--- src/rtl/ufrac_mul_pkg.sv ---
package ufrac_mul_pkg;

  typedef struct packed {
    logic load;
    logic mask;
    logic mul;
    logic corr;
    logic fin;
  } ctrlStrobes_t;

  typedef enum logic [2:0] {
    ST_IDLE  = 3'd0,
    ST_MASK  = 3'd1,
    ST_MUL   = 3'd2,
    ST_CORR  = 3'd3,
    ST_FIN   = 3'd4
  } ufmState_t;

endpackage

--- src/rtl/ufrac_mul_ctrl.sv ---
module ufrac_mul_ctrl
  import ufrac_mul_pkg::*;
(
  input  logic         clk,
  input  logic         rstN,
  input  logic         start,
  output ctrlStrobes_t strobes,
  output logic         done
);

  ufmState_t state, nextState;

  always_comb begin
    nextState = state;
    strobes   = '0;
    unique case (state)
      ST_IDLE: begin
        if (start) begin
          strobes.load = 1'b1;
          nextState    = ST_MASK;
        end
      end
      ST_MASK: begin
        strobes.mask = 1'b1;
        nextState    = ST_MUL;
      end
      ST_MUL: begin
        strobes.mul = 1'b1;
        nextState   = ST_CORR;
      end
      ST_CORR: begin
        strobes.corr = 1'b1;
        nextState    = ST_FIN;
      end
      ST_FIN: begin
        strobes.fin = 1'b1;
        nextState   = ST_IDLE;
      end
      default: nextState = ST_IDLE;
    endcase
  end

  always_ff @(posedge clk or negedge rstN) begin
    if (!rstN) begin
      state <= ST_IDLE;
      done  <= 1'b0;
    end else begin
      state <= nextState;
      done  <= strobes.fin;
    end
  end

endmodule

--- src/rtl/ufrac_mul_dp.sv ---
module ufrac_mul_dp
  import ufrac_mul_pkg::*;
#(
  parameter int DATA_W = 16,
  parameter int EXT_W  = 4
) (
  input  logic                          clk,
  input  logic                          rstN,
  input  ctrlStrobes_t                  strobes,
  input  logic [DATA_W-1:0]             opA,
  input  logic [DATA_W-1:0]             opB,
  input  logic                          intMode,
  output logic [EXT_W+2*DATA_W-1:0]     acc
);

  localparam int ACC_W  = EXT_W + 2*DATA_W;
  localparam int PROD_W = 2*DATA_W + 1;
  localparam int PAD_W  = ACC_W - PROD_W - 1;

  logic [DATA_W-1:0] aReg, bReg, aMasked;
  logic              intReg, topBit;

  logic signed [PROD_W-1:0] product;
  logic [ACC_W-1:0]         corrTerm;
  logic [ACC_W-1:0]         accNext;

  assign product  = $signed(aMasked) * $signed({1'b0, bReg});
  assign corrTerm = {{EXT_W{1'b0}}, bReg, {DATA_W{1'b0}}};

  always_comb begin
    accNext = acc;
    if (strobes.mul)
      accNext = {{PAD_W{product[PROD_W-1]}}, product, 1'b0};
    else if (strobes.corr && topBit)
      accNext = acc + corrTerm;
    else if (strobes.fin && intReg)
      accNext = {acc[ACC_W-1], acc[ACC_W-1:1]};
  end

  always_ff @(posedge clk or negedge rstN) begin
    if (!rstN) begin
      aReg    <= '0;
      bReg    <= '0;
      intReg  <= 1'b0;
      aMasked <= '0;
      topBit  <= 1'b0;
      acc     <= '0;
    end else begin
      if (strobes.load) begin
        aReg   <= opA;
        bReg   <= opB;
        intReg <= intMode;
      end
      if (strobes.mask) begin
        aMasked <= {1'b0, aReg[DATA_W-2:0]};
        topBit  <= aReg[DATA_W-1];
      end
      acc <= accNext;
    end
  end

endmodule

--- src/rtl/ufrac_mul.sv ---
module ufrac_mul
  import ufrac_mul_pkg::*;
#(
  parameter int DATA_W = 16,
  parameter int EXT_W  = 4
) (
  input  logic                      clk,
  input  logic                      rstN,
  input  logic                      start,
  input  logic [DATA_W-1:0]         opA,
  input  logic [DATA_W-1:0]         opB,
  input  logic                      intMode,
  output logic [EXT_W+2*DATA_W-1:0] result,
  output logic                      done
);

  ctrlStrobes_t strobes;

  ufrac_mul_ctrl u_ctrl (
    .clk     (clk),
    .rstN    (rstN),
    .start   (start),
    .strobes (strobes),
    .done    (done)
  );

  ufrac_mul_dp #(
    .DATA_W (DATA_W),
    .EXT_W  (EXT_W)
  ) u_dp (
    .clk     (clk),
    .rstN    (rstN),
    .strobes (strobes),
    .opA     (opA),
    .opB     (opB),
    .intMode (intMode),
    .acc     (result)
  );

endmodule

--- config.mk ---
export PLATFORM = sky130hd
export DESIGN_NAME = ufrac_mul
export DESIGN_NICKNAME = d
export VERILOG_FILES = /design/src/rtl/ufrac_mul_pkg.sv /design/src/rtl/ufrac_mul_ctrl.sv /design/src/rtl/ufrac_mul_dp.sv /design/src/rtl/ufrac_mul.sv
export SDC_FILE = /design/constraint.sdc
export NUM_CORES = 1
export LEC_CHECK = 0
export CAP_MARGIN = 10
export CORE_AREA = 5 5 152 154
export DETAILED_ROUTE_END_ITERATION = 10
export DIE_AREA = 0 0 157 159
export PLACE_DENSITY = 0.75
export SLEW_MARGIN = 30
export SYNTH_ARGS = -nofsm -noshare
export SYNTH_HDL_FRONTEND = slang
export SYNTH_HIERARCHICAL = 1
export SYNTH_SLANG_ARGS = --single-unit
--- constraint.sdc ---
create_clock -name clk -period 10.6 [get_ports clk]
set_clock_uncertainty 0.1 [all_clocks]
set_input_delay 3.18 -clock clk [delete_from_list [all_inputs] [get_ports clk]]
set_output_delay 3.18 -clock clk [all_outputs]
set_load 0.05 [all_outputs]
==> out/qor.yml <==
status: "finished, final reports clean"
die_area_um2: 25000
core_um2: 21600
cp_data_arrival_time_ps: 7050
firstDrtPassIters: 5
cts_resized: 0
yosysWarningCount: 6
grt.total_usage_pct: 25.5
die_width_um: 157
synth_cell_type_count: 66
final_hold_viol_count: 0
pre_cts_slack_ps: 3740
drtIter0Drc: 514
synth_edf_count: 0
maxSlewViolCount: 0
final_util_pct: 64.4
rsz0062_at_grt: "no"
cp_common_cell: "fa_1"
worst_slew_margin_rel_pct: 42.3
tightest_slew_ps: 844
finalWorstSetupSlack_ps: 3690
clockBufferDepth: 2
drive_gt1_share_pct: 6.35
finalCritPeriodShare_pct: 65.2
initial_core_util_pct: 58.7
cpLargestDelayFamily: "adder cells"
crit_path_end_kind: "register"
cts_setup_buffers: 0
avgSynthCellArea_um2: 9.26
ys_seq_elements: 89
clk_pin_slew_ps: 70
routabilityCongestion: 0.929
grt_pass1_vias: 10266
cts_tree: "yes"
cp-start-kind: "register"
diodes: 0
syn2layout_area_growth_pct: 9.71
cap_violations: 0
cts_buffers: 9
grt_max_degree: 58
grt-ovfl-total: 0
detail_route.drc_violations: 0
setup_tns_ps: 0
ys_seq_area_share_pct: 17.6
io_pins: 73
crit_chain: "and2_1 > fa_1 > inv_1 > fa_1 > inv_1 > fa_1 > fa_1 > fa_1 > inv_1 > fa_1 > inv_1 > ha_1 > nand3_1 > a2111oi_1 > a2111o_1 > o311ai_0 > a2111oi_0 > mux2i_1 > nand2_1"
crit_path_max_fanout: 17
ctsHoldBuffers: 0
criticalPathCategory: "reg2reg"
cp_slowest_stage_delay_ps: 740
syn_area_um2: 12600
io_buffers: 72
path_buf_inv: 4
cp_slowest_cell: "a2111oi_0"
synthCells: 1366
routedWlPerCell_um: 18.1
die_h_um: 159
final_nets: 1725
syn-num-nets: 1694
fillers: 1788
antenna_found_initial: 0
min_period_ps: 6910
clkLatencyLatePin_ps: 350
crit_required_ps: 10730
cts_root_buffer: "clkbuf_16"
hold_path_class: "reg2reg"
num_rows: 54
setup-violations-final: 0
grt_pass1_wl_mm: 51.4
vias_per_cell: 5.77
ys_async_sr_fraction_pct: 100
synthFlopType: "dfrtp_1"
hpwl_mm: 23.8
vias: 9707
ant_nets: 0
wl_mm: 30.5
clock.fmax_mhz: 145
clock-sinks: 89
cts.htree.levels: 3
-- registers in the layout (all words and copies together), names as in the netlist --
| signal | count |
|---|---|
| u_ctrl/done | 1 |
| u_dp/intReg | 1 |
| u_dp/aReg | 16 |
| u_dp/bReg | 16 |
| u_dp/acc | 36 |
| u_dp/aMasked | 15 |
| u_dp/topBit | 1 |
| u_ctrl/state | 3 |
-- cell usage in the layout (no fill, tap or decap), drive strengths merged, types with 6 or more instances in the layout --
master,instances
a31oi,10
dfrtp,89
xor2,10
clkdlybuf4s50,71
buf,8
nor2,27
o21bai,6
nand2,165
a21oi,59
o21ai,48
nor3,11
a21o,10
fa,181
clkbuf,12
ha,111
nand3,30
o21a,6
nand4,7
nand2b,6
mux2i,20
xnor2,19
a211oi,8
inv,225
and2,143
mux2,49
-- area by class of cell --
cell class              count  area, um^2  area share (%)
multi-input cells         992        9360            67.4
clock inverters             4        76.3           0.550
clock buffers              12         246            1.78
flip-flops and latches     89        2230            16.0
repair buffers             79         771            5.55
well taps                 280         350            2.52
inverters                 226         848            6.11
-- metal layers --
| metal | routed length [um] | up-vias | share of wire, % | track usage, % |
|---|---|---|---|---|
| met3 | 1630 | 45 | 5.4 | 3.75 |
| met5 | 0 | - | 0 | 0 |
| li1 | - | 4451 | - | - |
| met4 | 501 | 0 | 1.6 | 5.52 |
| met1 | 12400 | 4920 | 41 | 34.0 |
| met2 | 15900 | 291 | 52 | 44.2 |
-- cell families after synthesis --
group                      count (synthesis)  share of synthesized area [%]
AOI/OAI and AO/OA                        190                           9.75
xor gates and xnor gates                  29                           2.01
adders and majority gates                292                           39.6
buffers and inverters                    285                           8.60
DFF                                       89                           17.6
muxes                                     69                           5.94
and+or+nand+nor                          412                           16.5
-- per-stage QoR --
step	hold WS [ps]	std cells	cell area, um^2
6_report	403	1682	13900
5_1_grt	414	1682	13900
4_1_cts	406	1681	13900
3_5_place_dp	390	1665	13500
3_3_place_gp	386	1665	13500
2_1_floorplan	375	1366	12600
-- Yosys cell counts, types with 7 or more instances --
cell type  number  area share [%]
o21ai_0        48             1.9
mux2_2         49             4.4
xor2_1         10            0.69
nand3_1        30             1.2
nor3_1         11            0.44
a31oi_1        10            0.49
clkbuf_1       53             1.6
nand4_1         7            0.35
a211oi_1        8            0.47
nand2_1       165             4.9
dfrtp_1        89              18
xnor2_1        19             1.3
and2_1        143             7.1
inv_1         225             6.7
a21o_1          9            0.53
a21oi_1        59             2.3
fa_1          181              29
ha_1          111              11
mux2i_1        20             1.6
nor2_1         27            0.80
-- path summary, 6_finish.rpt --
path / start / slack [ps] / end / cells after the start
worst min-delay path: u_dp/aReg[7] / 400 / u_dp/aMasked[7] / 1
worst max register to register: u_dp/bReg[11] / 3690 / u_dp/acc[29] / 19
min in group asynchronous: rstN / 2690 / u_ctrl/state[1] / 1
worst min register to register: u_dp/aReg[7] / 400 / u_dp/aMasked[7] / 1
max in group asynchronous: rstN / 6600 / u_dp/acc[2] / 2
worst max-delay path: u_dp/bReg[11] / 3690 / u_dp/acc[29] / 19
Power is left out: the tool's default activity adds up to more than one toggle a clock period on the data nets, which glitch-free logic cannot reach.
